`src/rtl/uet_pkg.sv`:
```
// Package: shared constants for the microsecond event timer.
// Assumes a 32-bit register word. The field positions below are fixed
// because software encodes them.
package uet_pkg;
    localparam int WORD_W  = 32;
    localparam int CNT_W   = 29;
    localparam int RUN_BIT = 31;
    localparam int REP_BIT = 30;
    localparam int CLR_BIT = 30;
endpackage

```
`src/rtl/uet_ctrl_reg.sv`:
```
// Module: uet_ctrl_reg
// Holds the run flag, the repeat flag and the reload value.
// Assumes the write is a single-cycle strobe and that expiry comes from the counter.
// A write takes precedence over a self-clear caused by expiry.
module uet_ctrl_reg #(
    parameter int WORD_W  = 32,
    parameter int CNT_W   = 29,
    parameter int RUN_BIT = 31,
    parameter int REP_BIT = 30
) (
    input  logic              clk,
    input  logic              rst_n,
    input  logic              wr,
    input  logic [WORD_W-1:0] wdata,
    input  logic              expire,
    output logic              run,
    output logic              rep,
    output logic [CNT_W-1:0]  reload
);
    // Control fields: load on write, drop the run flag after a one-shot expiry.
    always_ff @(posedge clk) begin
        if (!rst_n) begin
            run    <= 1'b0;
            rep    <= 1'b0;
            reload <= '0;
        end else if (wr) begin
            run    <= wdata[RUN_BIT];
            rep    <= wdata[REP_BIT];
            reload <= wdata[CNT_W-1:0];
        end else if (expire && !rep) begin
            run    <= 1'b0;
        end
    end

    AST_ONESHOT_STOP: assert property (@(posedge clk) disable iff (!rst_n)
        (expire && !rep && !wr) |=> !run);
    AST_REPEAT_KEEPS_RUN: assert property (@(posedge clk) disable iff (!rst_n)
        (expire && rep && !wr) |=> run);
endmodule

```
`src/rtl/uet_counter.sv`:
```
// Module: uet_counter
// The down counter. It decrements on ticks while running, detects expiry at a
// count of zero, and reloads there in repeat mode. Assumes the tick is one cycle
// wide and that a load is a control write, which takes precedence over any tick.
module uet_counter #(
    parameter int CNT_W = 29
) (
    input  logic             clk,
    input  logic             rst_n,
    input  logic             run,
    input  logic             rep,
    input  logic [CNT_W-1:0] reload,
    input  logic             tick,
    input  logic             load,
    input  logic [CNT_W-1:0] load_val,
    output logic [CNT_W-1:0] count,
    output logic             expire
);
    logic at_zero;

    // Expiry detect: a tick while running at zero, with no competing load.
    always_comb begin
        at_zero = (count == '0);
        expire  = run && tick && !load && at_zero;
    end

    // Count state: a load wins, then reload or hold at expiry, otherwise step down on a tick.
    always_ff @(posedge clk) begin
        if (!rst_n) begin
            count <= '0;
        end else if (load) begin
            count <= load_val;
        end else if (expire) begin
            count <= rep ? reload : '0;
        end else if (run && tick) begin
            count <= count - 1'b1;
        end
    end

    AST_NO_TICK_HOLD: assert property (@(posedge clk) disable iff (!rst_n)
        (!tick && !load) |=> $stable(count));
    AST_STOPPED_HOLD: assert property (@(posedge clk) disable iff (!rst_n)
        (!run && !load) |=> $stable(count));
    AST_REPEAT_RELOAD: assert property (@(posedge clk) disable iff (!rst_n)
        (expire && rep) |=> (count == $past(reload)));
    AST_LOAD_WINS: assert property (@(posedge clk) disable iff (!rst_n)
        load |=> (count == $past(load_val)));
endmodule

```
`src/rtl/uet_irq_latch.sv`:
```
// Module: uet_irq_latch
// The level interrupt latch. Expiry sets it and a write-one clear resets it.
// Assumes clr is already qualified by the status write strobe. Expiry takes
// precedence over a clear in the same cycle.
module uet_irq_latch (
    input  logic clk,
    input  logic rst_n,
    input  logic expire,
    input  logic clr,
    output logic irq
);
    // Pending flag: set on expiry, else clear on request.
    always_ff @(posedge clk) begin
        if (!rst_n)      irq <= 1'b0;
        else if (expire) irq <= 1'b1;
        else if (clr)    irq <= 1'b0;
    end

    AST_IRQ_HOLD: assert property (@(posedge clk) disable iff (!rst_n)
        (irq && !clr) |=> irq);
    AST_CLEAR_DROPS: assert property (@(posedge clk) disable iff (!rst_n)
        (clr && !expire) |=> !irq);
    AST_EXPIRE_WINS: assert property (@(posedge clk) disable iff (!rst_n)
        expire |=> irq);
endmodule

```
`src/rtl/usec_event_timer.sv`:
```
// Module: usec_event_timer
// Top level of the one-shot / periodic microsecond event timer. It decodes
// writes to the control and status words and builds both readback words.
// Assumes tick_en comes from an external 1 MHz enable generator in the clk domain.
module usec_event_timer
    import uet_pkg::*;
#(
    parameter int DW  = WORD_W,
    parameter int CW  = CNT_W,
    parameter int RB  = RUN_BIT,
    parameter int PB  = REP_BIT,
    parameter int CB  = CLR_BIT
) (
    input  logic          clk,
    input  logic          rst_n,
    input  logic          tick_en,
    input  logic          wr_en,
    input  logic          wr_sel,
    input  logic [DW-1:0] wr_data,
    output logic [DW-1:0] ctrl_q,
    output logic [DW-1:0] stat_q,
    output logic          irq
);
    localparam int CTRL_PAD = PB - CW;
    localparam int STAT_HI  = DW - CB - 1;
    localparam int STAT_LO  = CB - CW;

    logic          ctrl_wr;
    logic          clr_req;
    logic          run;
    logic          rep;
    logic [CW-1:0] reload;
    logic [CW-1:0] count;
    logic          expire;

    // Write decode: select the target word and qualify the clear bit.
    always_comb begin
        ctrl_wr = wr_en && !wr_sel;
        clr_req = wr_en && wr_sel && wr_data[CB];
    end

    uet_ctrl_reg #(.WORD_W(DW), .CNT_W(CW), .RUN_BIT(RB), .REP_BIT(PB)) u_ctrl (
        .clk(clk), .rst_n(rst_n), .wr(ctrl_wr), .wdata(wr_data),
        .expire(expire), .run(run), .rep(rep), .reload(reload)
    );

    uet_counter #(.CNT_W(CW)) u_cnt (
        .clk(clk), .rst_n(rst_n), .run(run), .rep(rep), .reload(reload),
        .tick(tick_en), .load(ctrl_wr), .load_val(wr_data[CW-1:0]),
        .count(count), .expire(expire)
    );

    uet_irq_latch u_irq (
        .clk(clk), .rst_n(rst_n), .expire(expire), .clr(clr_req), .irq(irq)
    );

    // Readback words: fields in their software-visible positions, other bits zero.
    always_comb begin
        ctrl_q = {run, rep, {CTRL_PAD{1'b0}}, reload};
        stat_q = {{STAT_HI{1'b0}}, irq, {STAT_LO{1'b0}}, count};
    end

    AST_STAT_IRQ_BIT: assert property (@(posedge clk) disable iff (!rst_n)
        (stat_q[CB] == irq));
    AST_STOPPED_NO_IRQ: assert property (@(posedge clk) disable iff (!rst_n)
        (!run && !irq) |=> !irq);
endmodule

```
`config.mk`:
```
export PLATFORM = sky130hd
export DESIGN_NAME = usec_event_timer
export DESIGN_NICKNAME = d
export VERILOG_FILES = /design/src/rtl/uet_pkg.sv /design/src/rtl/uet_ctrl_reg.sv /design/src/rtl/uet_counter.sv /design/src/rtl/uet_irq_latch.sv /design/src/rtl/usec_event_timer.sv
export SDC_FILE = /design/constraint.sdc
export NUM_CORES = 1
export LEC_CHECK = 0
export BUFFER_PORTS_ARGS = -buffer_cell sky130_fd_sc_hd__buf_4
export CORE_ASPECT_RATIO = 0.8
export CORE_MARGIN = 2
export CORE_UTILIZATION = 47
export CTS_CLUSTER_SIZE = 14
export DETAILED_ROUTE_END_ITERATION = 10
export GPL_ROUTABILITY_DRIVEN = 0
export PLACE_DENSITY = 0.87
export SLEW_MARGIN = 10
export SYNTH_ARGS = -nofsm -noshare
export SYNTH_HDL_FRONTEND = slang
export SYNTH_HIERARCHICAL = 1
export SYNTH_SLANG_ARGS = --single-unit
export TNS_END_PERCENT = 100
```
`constraint.sdc`:
```
create_clock -name clk -period 2.7 [get_ports clk]
set_clock_uncertainty 0.15 [all_clocks]
set_input_delay 0.405 -clock clk [delete_from_list [all_inputs] [get_ports clk]]
set_output_delay 0.405 -clock clk [all_outputs]
set_load 0.1 [all_outputs]
```
==> results of run 1 <==
-- flip-flops by register name (all words and copies together), names as in the netlist --
register	cells
u_ctrl/reload	29
u_ctrl/rep	1
u_ctrl/run	1
u_irq/irq	1
u_cnt/count	29
-- final cells by class --
cell class,instances,area [um2],area share
Timing Repair Buffer,112,853,0.189
Sequential cell,61,1260,0.279
Clock inverter,2,10.0,0.00222
Multi-Input combinational cell,317,2110,0.468
Inverter,4,15.0,0.00332
Clock buffer,14,153,0.0338
Tap cell,90,113,0.0249
-- cells by family after synthesis --
group,Yosys count,share of synthesized area
AOI/OAI and AO/OA,97,0.183
xor gates and xnor gates,17,0.0419
adders and majority gates,2,0.00704
buffers and inverters,43,0.0680
DFF,61,0.344
muxes,32,0.0901
other,1,0.00106
and+or+nand+nor,166,0.265
-- per-layer routing --
metal,track usage,vias to the layer above,part of all wire
met5,0,-,0
met3,0.0817,20,0.096
met2,0.390,210,0.45
met1,0.320,1657,0.44
li1,-,1709,-
met4,0.0824,0,0.014
-- critical path: stages (launching register included) --
cell	delay [ps]
dfxtp_4	360
or4_1	560
buf_4	180
nor4_1	430
and3_1	290
buf_12	180
nor2_1	60
a31oi_1	150
a21oi_1	100
-- repair_timing --
action / 4_1_cts / 5_1_grt
gates resized for setup: 0 / 2
endpoints found under the hold margin: 0 / 0
buffers inserted: 0 / 0
endpoints found under the setup margin: 0 / 5
hold buffers: 0 / 0
-- cell usage in the layout (no fill, tap or decap), drive strengths merged, types with 3 or more instances in the layout --
master  netlist  final
clkbuf       24     14
o21ai        15     15
xor2         12     12
nand2        25     25
nand3        18     18
a21oi        21     21
o311ai       15     15
buf          15    112
mux2i        32     32
nor3         10     10
conb          1      3
and2          4      4
nand2b       17     17
nor4         11     11
nor2         20     20
or3          10     10
dfxtp        61     61
or4           7      7
o31ai         3      3
and3          5      5
xnor2         5      5
nor2b        31     31
inv           4      4
a31oi        20     20
-- worst max-delay path by stage --
| stage | from | endpoint | slack [ps] | cells past startpoint |
|---|---|---|---|---|
| after floorplan | u_cnt/count[17] | u_cnt/count[18] | -50 | 8 |
| after global placement | u_cnt/count[11] | u_cnt/count[26] | 170 | 7 |
| after detailed placement | u_cnt/count[20] | u_cnt/count[25] | 90 | 6 |
| after CTS | u_cnt/count[20] | u_cnt/count[25] | 40 | 6 |
| after global routing | u_cnt/count[11] | u_cnt/count[26] | 20 | 7 |
| final | u_cnt/count[17] | u_cnt/count[1] | 90 | 8 |
-- where the power goes --
part,switching [W],internal (W)
combinational,0.000648,0.000268
clock,0.000355,0.000357
sequential,0.0000725,0.000955
total,0.00108,0.00158
-- per-stage QoR --
| step | worst slack (ps) | utilization | hold WS, ps | setup TNS [ps] | total power [W] |
|---|---|---|---|---|---|
| floorplan | -47.7 | - | 336 | -47.7 | 0.00174 |
| global placement | 175 | 0.590 | 306 | 0 | 0.00193 |
| detailed placement | 87.2 | 0.590 | 323 | 0 | 0.00194 |
| CTS | 42.6 | 0.613 | 154 | 0 | 0.00265 |
| global route | 21.4 | 0.614 | 163 | 0 | 0.00277 |
| finish | 90.7 | 0.614 | 164 | 0 | 0.00265 |
==> impl_metrics.csv, run 1 <==
group,metric,value,unit
pwr,power_leakage,1.88,nW
worst_setup_path,cp-end-kind,"flop",
sta,tightest_slew,539,ps
synth,yosysTopAreaCell,"dfxtp_1",
synth,syn_area_per_cell,8.48,um2
synth,ys_ff_latch,61,
synth,synth_top_area_frac,0.344,
layout,diodes,0,
pwr,peakVddDrop,407,uV
sta,period_minus_slack,2610,ps
synth,yosys-top-cells-count,"dfxtp_1 (61), mux2i_1 (32), nor2b_1 (30), nand2_1 (25), clkbuf_1 (24)",
layout,drive_gt1_frac,0.304,
layout,fill_cells,629,
worst_setup_path,crit_fanout,26,
layout,final_cell_count_no_fill,600,
placement,dp_hpwl,7210,um
synth,async_flop_share,0,
synth,synth_most_common_cell,"dfxtp_1",
drt,ant_nets,0,
clock_tree,clk_latency,350,ps
worst_setup_path,reg2reg_slack,90,ps
sta,slew_headroom,0.641,
worst_setup_path,cp.arrival,2670,ps
floorplanning,die_h,81.8,um
layout,nets,544,
grt,grt_max_degree,49,
placement,dp.cells,584,
hold_path,hp-class,"primary input to flop",
grt,grt_usage,0.247,
clock_tree,htree_levels,3,
synth,synth-edff-count,0,
run_status,status,"completed",
grt,antenna_found_initial,0,
drt,firstDrtPassIters,5,
grt,grt_pass1_vias,3271,
job,drv_cap,0,
sta,post-route-period-util,0.966,
synth,synth.area.top_cells,"dfxtp_1 (34%), mux2i_1 (9.0%), nor2b_1 (5.3%)",
synth,syn-cell-area,3550,um2
sta,hold_viol_final,0,
drt,wirelength,10400,um
floorplanning,die-area,8280,um2
sta,drv_slew,0,
placement,placed_area,4340,um2
worst_setup_path,required,2760,ps
floorplanning,fp.coreArea,7360,um2
clock_tree,clockRootBuffer,"clkbuf_8",
worst_setup_path,critical_path_class,"flop to flop",
pwr,p_per_area,588,nW/um2
worst_setup_path,r2r_start,"u_cnt/count[17]",
synth,yosysWarnings,6,
sta,rsz0062_at_grt,"no",
worst_setup_path,rr_worst_depth,8,
drt,vias,3596,
drt,drtIter0Drc,219,
worst_setup_path,cp-start-kind,"flop",
floorplanning,die_w,101,um
synth,synth_flop_cell,"dfxtp_1",
grt,grt_pass1_wl,16000,um
clock_tree,path_clk_slew,70,ps
floorplanning,ios,102,
floorplanning,start_util,0.483,
clock_tree,clock_tree.buffer_depth,2,
sta,setup_viol,0,
synth,synthCells,419,
placement,port-buffer-count,97,
synth,ys_seq_area_frac,0.344,
worst_setup_path,r2r-end,"u_cnt/count[1]",
floorplanning,rows,28,
clock_tree,cts.sinks,61,
grt,grt_overflow_total,0,
drt,drc_errors,0,
drt,wl_per_cell,17.4,um
clock_tree,cts_tree,"built",
layout,synthToLayoutAreaGrowth,27.1,%
clock_tree,cts_made_buffers,9,
synth,synthDistinctLibCells,62,
layout,final_area,4520,um2
hold_path,min_from,"wr_data[26]",
sta,fmax,383,MHz
hold_path,whs_endpoint,"u_cnt/count[26]",
drt,viasPerCell,5.99,
hold_path,holdPathStages,3,
(Power assumes the default switching activity.)
==> inputs of run 2 (changes only) <==
CELL_PAD_IN_SITES_DETAIL_PLACEMENT = 0   (was unset)
CELL_PAD_IN_SITES_GLOBAL_PLACEMENT = 2   (was unset)
CORE_UTILIZATION = 27   (was 47)
==> impl_metrics.csv, run 2 (same netlist as run 1, synthesis figures left out) <==
group,metric,value,unit
drt,viasPerCell,5.03,
worst_setup_path,r2r_start,"u_cnt/count[11]",
drt,vias,3480,
drt,wirelength,11300,um
hold_path,holdPathStages,3,
worst_setup_path,crit_chain,"or4_4 > or4_4 > nor4_4 > buf_4 > nand3_1 > o211ai_1 > and3_1",
hold_path,whs_endpoint,"u_cnt/count[26]",
worst_setup_path,crit_fanout,6,
drt,firstDrtPassIters,4,
clock_tree,cts_hold_buffers,0,
floorplanning,fp.coreArea,12900,um2
grt,grt_pass1_wl,17600,um
floorplanning,ios,102,
pwr,p_per_area,631,nW/um2
drt,drtIter0Drc,235,
worst_setup_path,cp.arrival,2720,ps
grt,grt_overflow_total,0,
clock_tree,cts_made_buffers,9,
grt,grt_max_degree,84,
hold_path,min_from,"wr_data[26]",
drt,ant_nets,0,
clock_tree,clock_tree.buffer_depth,2,
clock_tree,path_clk_slew,50,ps
job,drv_cap,0,
clock_tree,cts_tree,"built",
sta,rsz0062_at_grt,"no",
clock_tree,clk_latency,330,ps
floorplanning,start_util,0.276,
floorplanning,rows,37,
drt,drc_errors,0,
grt,grt_usage,0.157,
sta,period_minus_slack,2610,ps
worst_setup_path,rr_worst_depth,7,
sta,timing.hold.ws,182,ps
run_status,status,"completed",
worst_setup_path,required,2810,ps
layout,layout_common_cells,"buf_4 (118), dfxtp_1 (42), mux2i_1 (32)",
floorplanning,die_h,107,um
sta,fmax,384,MHz
worst_setup_path,path_buf_inv,1,
pwr,p_clk_frac,0.355,
pwr,power_leakage,1.98,nW
clock_tree,clockRootBuffer,"clkbuf_16",
layout,drive_gt1_frac,0.313,
worst_setup_path,critical_path_class,"flop to flop",
worst_setup_path,r2r-end,"u_cnt/count[22]",
pwr,netSwitchingPower,0.00111,W
grt,grt_pass1_vias,3240,
layout,final_common_cell,"buf_4",
clock_tree,cts.sinks,61,
hold_path,hp-class,"primary input to flop",
worst_setup_path,cpPeakStageDelay,550,ps
pwr,peakVddDrop,340,uV
layout,diodes,0,
sta,setup_viol,0,
pwr,p_comb_frac,0.307,
floorplanning,die-area,14100,um2
clock_tree,htree_levels,3,
placement,port-buffer-count,97,
worst_setup_path,cpMostUsedCell,"or4_4",
sta,post-route-period-util,0.965,
pwr,seqPwrFrac,0.338,
worst_setup_path,cp-end-kind,"flop",
layout,biggestRegsByFlops,"u_cnt/count (29), u_ctrl/reload (29)",
grt,antenna_found_initial,0,
pwr,sw_frac_of_total,0.366,
sta,drv_slew,0,
worst_setup_path,reg2reg_slack,90,ps
pwr,intPower,0.00192,W
layout,nets,552,
floorplanning,die_w,132,um
worst_setup_path,cp-start-kind,"flop",
worst_setup_path,crit_path_top_delay_cell,"or4_4",
layout,final_area,4800,um2
placement,placed_area,4520,um2
layout,synthToLayoutAreaGrowth,35.1,%
sta,hold_viol_final,0,
placement,dp_hpwl,8060,um
layout,final_util,0.373,
worst_setup_path,critical_path.top_delay_family,"simple AND/OR/NAND/NOR gates",
drt,wl_per_cell,16.3,um
-- run 2: area by class of cell --
type,instances,area [um2]
clock buffer,14,274
clock inverter,1,5.00
fill,1358,8070
inverter,4,15.0
multi-input combinational,317,2100
sequential,61,1260
tap,175,219
timing repair buffer,120,926
-- run 2: power groups by stage --
stage | Sequential (W) | Clock (W) | Combinational (W)
after floorplan | 0.00138 | 0 | 0.000357
after global placement | 0.00104 | 0 | 0.000924
after detailed placement | 0.00104 | 0 | 0.000929
after CTS | 0.00102 | 0.00111 | 0.000931
after global routing | 0.00103 | 0.00114 | 0.000987
final | 0.00103 | 0.00108 | 0.000930
-- run 2: tightest hold or removal path, cell delays in order --
cell and delay (ps):
buf_4 90, nand3_1 70, o21ai_1 70
-- run 2: how the worst max path moves through the flow --
stage | start | end | slack, ps | depth (start not counted)
floorplan | u_cnt/count[17] | u_cnt/count[18] | -50 | 8
global placement | u_cnt/count[11] | u_cnt/count[22] | 80 | 7
detailed placement | u_cnt/count[11] | u_cnt/count[22] | 70 | 7
CTS | u_cnt/count[11] | u_cnt/count[22] | 70 | 7
global route | u_cnt/count[11] | u_cnt/count[22] | 6 | 7
finish | u_cnt/count[11] | u_cnt/count[22] | 90 | 7
-- run 2: through the flow --
step           worst slack, ps  instances  TNS, ps  total power [W]
2_1_floorplan            -47.7        421    -47.7          0.00174
3_3_place_gp              82.8        676        0          0.00196
3_5_place_dp              70.7        676        0          0.00197
4_1_cts                   74.6        691        0          0.00306
5_1_grt                   6.17        692        0          0.00316
6_report                  94.4        692        0          0.00303
-- run 2: per-layer routing --
layer,share of wire,vias to the layer above,track usage
li1,-,1721,-
met5,0,-,0
met1,0.50,1659,0.219
met2,0.45,96,0.239
met3,0.051,4,0.0430
met4,0.0040,0,0.0399
-- run 2: timing repair --
action | 4_1_cts | 5_1_grt
endpoints found under the setup margin | 0 | 1
gates resized for setup | 0 | 0
endpoints found under the hold margin | 0 | 0
buffers inserted | 0 | 1
